[config.mk]
export PLATFORM = sky130hd
export DESIGN_NAME = cascade_counter
export DESIGN_NICKNAME = d
export VERILOG_FILES = /design/src/rtl/cascade_counter.sv
export SDC_FILE = /design/constraint.sdc
export NUM_CORES = 1
export LEC_CHECK = 0
export ABC_CLOCK_PERIOD_IN_PS = 1500
export BUFFER_PORTS_ARGS = -buffer_cell sky130_fd_sc_hd__buf_2
export CAP_MARGIN = 20
export CORE_AREA = 2 2 39 41
export DETAILED_ROUTE_END_ITERATION = 8
export DIE_AREA = 0 0 41 43
export GPL_ROUTABILITY_DRIVEN = 0
export GPL_TIMING_DRIVEN = 0
export PLACE_DENSITY = 0.5
export SYNTH_ARGS = -nofsm -noshare
export SYNTH_HDL_FRONTEND = slang
export SYNTH_SLANG_ARGS = --single-unit
[constraint.sdc]
create_clock -name clk -period 1.5 [get_ports clk]
set_input_delay 0 -clock clk [delete_from_list [all_inputs] [get_ports clk]]
set_output_delay 0 -clock clk [all_outputs]
set_load 0.01 [all_outputs]
[src/rtl/cascade_counter.sv]
module cascade_counter #(
  parameter int WIDTH       = 4,
  parameter bit ASYNC_CLEAR = 1'b1
) (
  input  logic             clk,
  input  logic             clr_n,
  input  logic             load_n,
  input  logic             cnt_en,
  input  logic             carry_en,
  input  logic [WIDTH-1:0] din,
  output logic [WIDTH-1:0] count,
  output logic             carry_out
);

  localparam logic [WIDTH-1:0] ALL_ONES = '1;

  logic             advance;
  logic [WIDTH-1:0] next_count;

  assign advance    = cnt_en && carry_en;
  assign next_count = !load_n ? din : advance ? count + 1'b1 : count;
  assign carry_out  = carry_en && (count == ALL_ONES);

  generate
    if (ASYNC_CLEAR) begin : g_async
      always_ff @(posedge clk or negedge clr_n)
        if (!clr_n) count <= '0;
        else        count <= next_count;

      assert_clear_async_R6: assert property (@(posedge clk)
        !clr_n |-> count == '0);
    end else begin : g_sync
      always_ff @(posedge clk)
        if (!clr_n) count <= '0;
        else        count <= next_count;

      assert_clear_sync_R7: assert property (@(posedge clk)
        !clr_n |=> count == '0);
    end
  endgenerate

  assert_load_R1: assert property (@(posedge clk) disable iff (!clr_n)
    !load_n |=> count == $past(din));

  assert_count_R2: assert property (@(posedge clk) disable iff (!clr_n)
    load_n && cnt_en && carry_en |=> count == WIDTH'($past(count) + 1'b1));

  assert_hold_R3: assert property (@(posedge clk) disable iff (!clr_n)
    load_n && !(cnt_en && carry_en) |=> $stable(count));

  assert_wrap_R4: assert property (@(posedge clk) disable iff (!clr_n)
    load_n && cnt_en && carry_out |=> count == '0);

endmodule

==> impl_metrics.toml <==
[run_status]
status = "finished clean"

[floorplan]
dieArea_um2 = 1760
coreArea_um2 = 1380
placementRows = 14
die_height_um = 43
die_w_um = 41
ios = 14
start_util = 0.157

[setup_path]
timing.rr.end = "count[2]"
critPathLaunch = "count[0]"
critPathMaxFanout = 4
cp.required_ns = 1.50
worst_ep_arrival_time_ns = 1.22
timing.rr.start = "count[0]"
setup.worst_path.start_class = "flop"
reg2reg_slack_ns = 0.39
critPathCapture = "carry_out"
rr_worst_depth = 4
endpoint_kind = "output pin"
path_class = "flop to output pin"

[power_and_ir_drop]
power.density_nw_per_um2 = 1030
switching_power_w = 0.0000920
seq_power_share = 0.396
internal_power_w = 0.000247
pwr-share-comb = 0.216
pwr-share-clk = 0.388
netSwitchingFraction = 0.271
p_leak_nw = 0.157
peakVddDrop_v = 0.000314

[min_path]
hold_class = "input port to flop"
hp-start = "din[0]"

[clocking]
cts_num_sinks = 4
cts_inserted_buffers = 3
clock_latency_ns = 0.23
post_cts_buffers = 0
max-clock-path-buffers = 2
cts-root-buf = "clkbuf_4"
cts_max_level = 1
cts_tree = "yes"
cts.reportedPaths.clkPinSlew_ns = 0.04

[finish]
num-nets-final = 51
finalInstanceArea_um2 = 330
largestRegisters = "count x4"
final_util = 0.239
antennaDiodeCount = 0
final-instance-count-excl-fill = 55
drive_above_1_share = 0.436
max_flop_register = "count"
largest_reg_flops = 4
final_common_cell = "buf_2"
area_delta_synth_final_pct = 51.7
mostFrequentLayoutCells = "buf_2, nor2_1, dfrtp_1"

[global_route]
grtUsageTotal = 0.0625
grt_pass1_wl_um = 703
grt_pass1_vias = 182
antenna_found_initial = 0
grt_max_degree = 9
overflow = 0

[route]
routed-wl-met2_um = 227
vias = 210
highest_layer = "met3"
wl_met1_um = 219
drt-wirelength-per-cell_um = 9.02
dr_wl_met3_um = 49
drcViolationCount = 0
drt-initial-drc-count = 1
antenna_left = 0
firstDrtPassIters = 2
routed_wl_um = 496
viasPerCell = 3.82

[place]
preCtsSetupSlack_ns = 0.392
placed_area_um2 = 298
place_inst = 51
io_buffers = 12

[sta]
tightest_slew_ns = 0.331
fmax_ghz = 0.817
setup-violations-final = 0
fin_ws_ns = 0.275
period_minus_slack_ns = 1.22
setup_tns_ns = 0
max_slew_margin = 0.779
slew_violations = 0
fin_skew_ns = 0.00212
period_share = 0.816
rsz0062_at_grt = "false"
hold_viol_final = 0

[synthesis]
synthesis.area_um2 = 218
ys_ff_latch = 4
syn_area_per_cell_um2 = 9.47
ys.warnings.count = 0
syn_nets = 33
ys_seq_area_frac = 0.460
ys_types = 13
synthCells = 23

[run]
maxCapViolations = 0
## repair_timing
| item | CTS | global route |
|---|---|---|
| hold endpoints to repair | 4 | 0 |
| hold buffers | 1 | 0 |
| resized for setup | 0 | 0 |
## metrics by stage
| stage | hold slack (ns) | power, W |
|---|---|---|
| global route | 0.0275 | 0.000362 |
| CTS | 0.00585 | 0.000349 |
| finish | 0.0117 | 0.000339 |
| floorplan | -0.296 | 0.000174 |
| detailed placement | -0.188 | 0.000209 |
| global placement | -0.186 | 0.000207 |
## critical path, cell delays in order, from the launching register on
cell and delay (ns):
dfrtp_1 0.41, ha_1 0.23, and4_2 0.22, buf_2 0.13
## routing by layer
metal | vias to the layer above | GRT usage
li1 | 113 | -
met1 | 88 | 0.0814
met2 | 9 | 0.0781
met3 | 0 | 0.0157
met4 | 0 | 0.0600
met5 | - | 0
## cell usage after synthesis
master    instances  area, µm²
a21oi_1           3       15.0
or3_1             1       6.26
and4_2            1       10.0
nand3_1           2       10.0
clkbuf_1          1       3.75
o21ai_0           1       5.00
nor2_1            4       15.0
mux2i_1           1       10.0
dfrtp_1           4        100
ha_1              1       12.5
xor2_1            2       17.5
nand2_2           1       6.26
a31oi_1           1       6.26
## how the worst min path moves through the flow
stage,end,slack [ns],depth (start not counted)
4_1_cts,count[1],0.006,3
3_3_place_gp,count[2],-0.19,1
5_1_grt,count[2],0.03,3
6_report,count[0],0.01,3
2_1_floorplan,count[0],-0.30,0
3_5_place_dp,count[2],-0.19,1
## cell families (layout without fill, tap and decap cells)
logic type,Yosys count,after routing,share of synthesized area
adder cells (fa/ha/maj),1,1,0.0575
buffers and inverters,1,17,0.0172
flip-flops,4,4,0.460
AND/OR/NAND/NOR,9,9,0.218
XOR/XNOR,2,2,0.0805
multiplexers,1,1,0.0460
AO/OA/AOI/OAI,5,5,0.121
## cell type report
type | instances | area (µm²)
Timing Repair Buffer | 13 | 70.1
Sequential cell | 4 | 100
Multi-Input combinational cell | 18 | 114
Buffer | 1 | 3.75
Fill cell | 157 | 1050
Clock buffer | 3 | 22.5
Tap cell | 16 | 20.0
## power groups by stage
stage	sequential (W)	clock (W)	combinational [W]
3_3_place_gp	0.000136	0	0.0000716
6_report	0.000134	0.000131	0.0000733
5_1_grt	0.000137	0.000144	0.0000812
4_1_cts	0.000135	0.000139	0.0000751
2_1_floorplan	0.000140	0	0.0000334
3_5_place_dp	0.000136	0	0.0000728
Note: power is estimated with default switching activity, not from simulation.
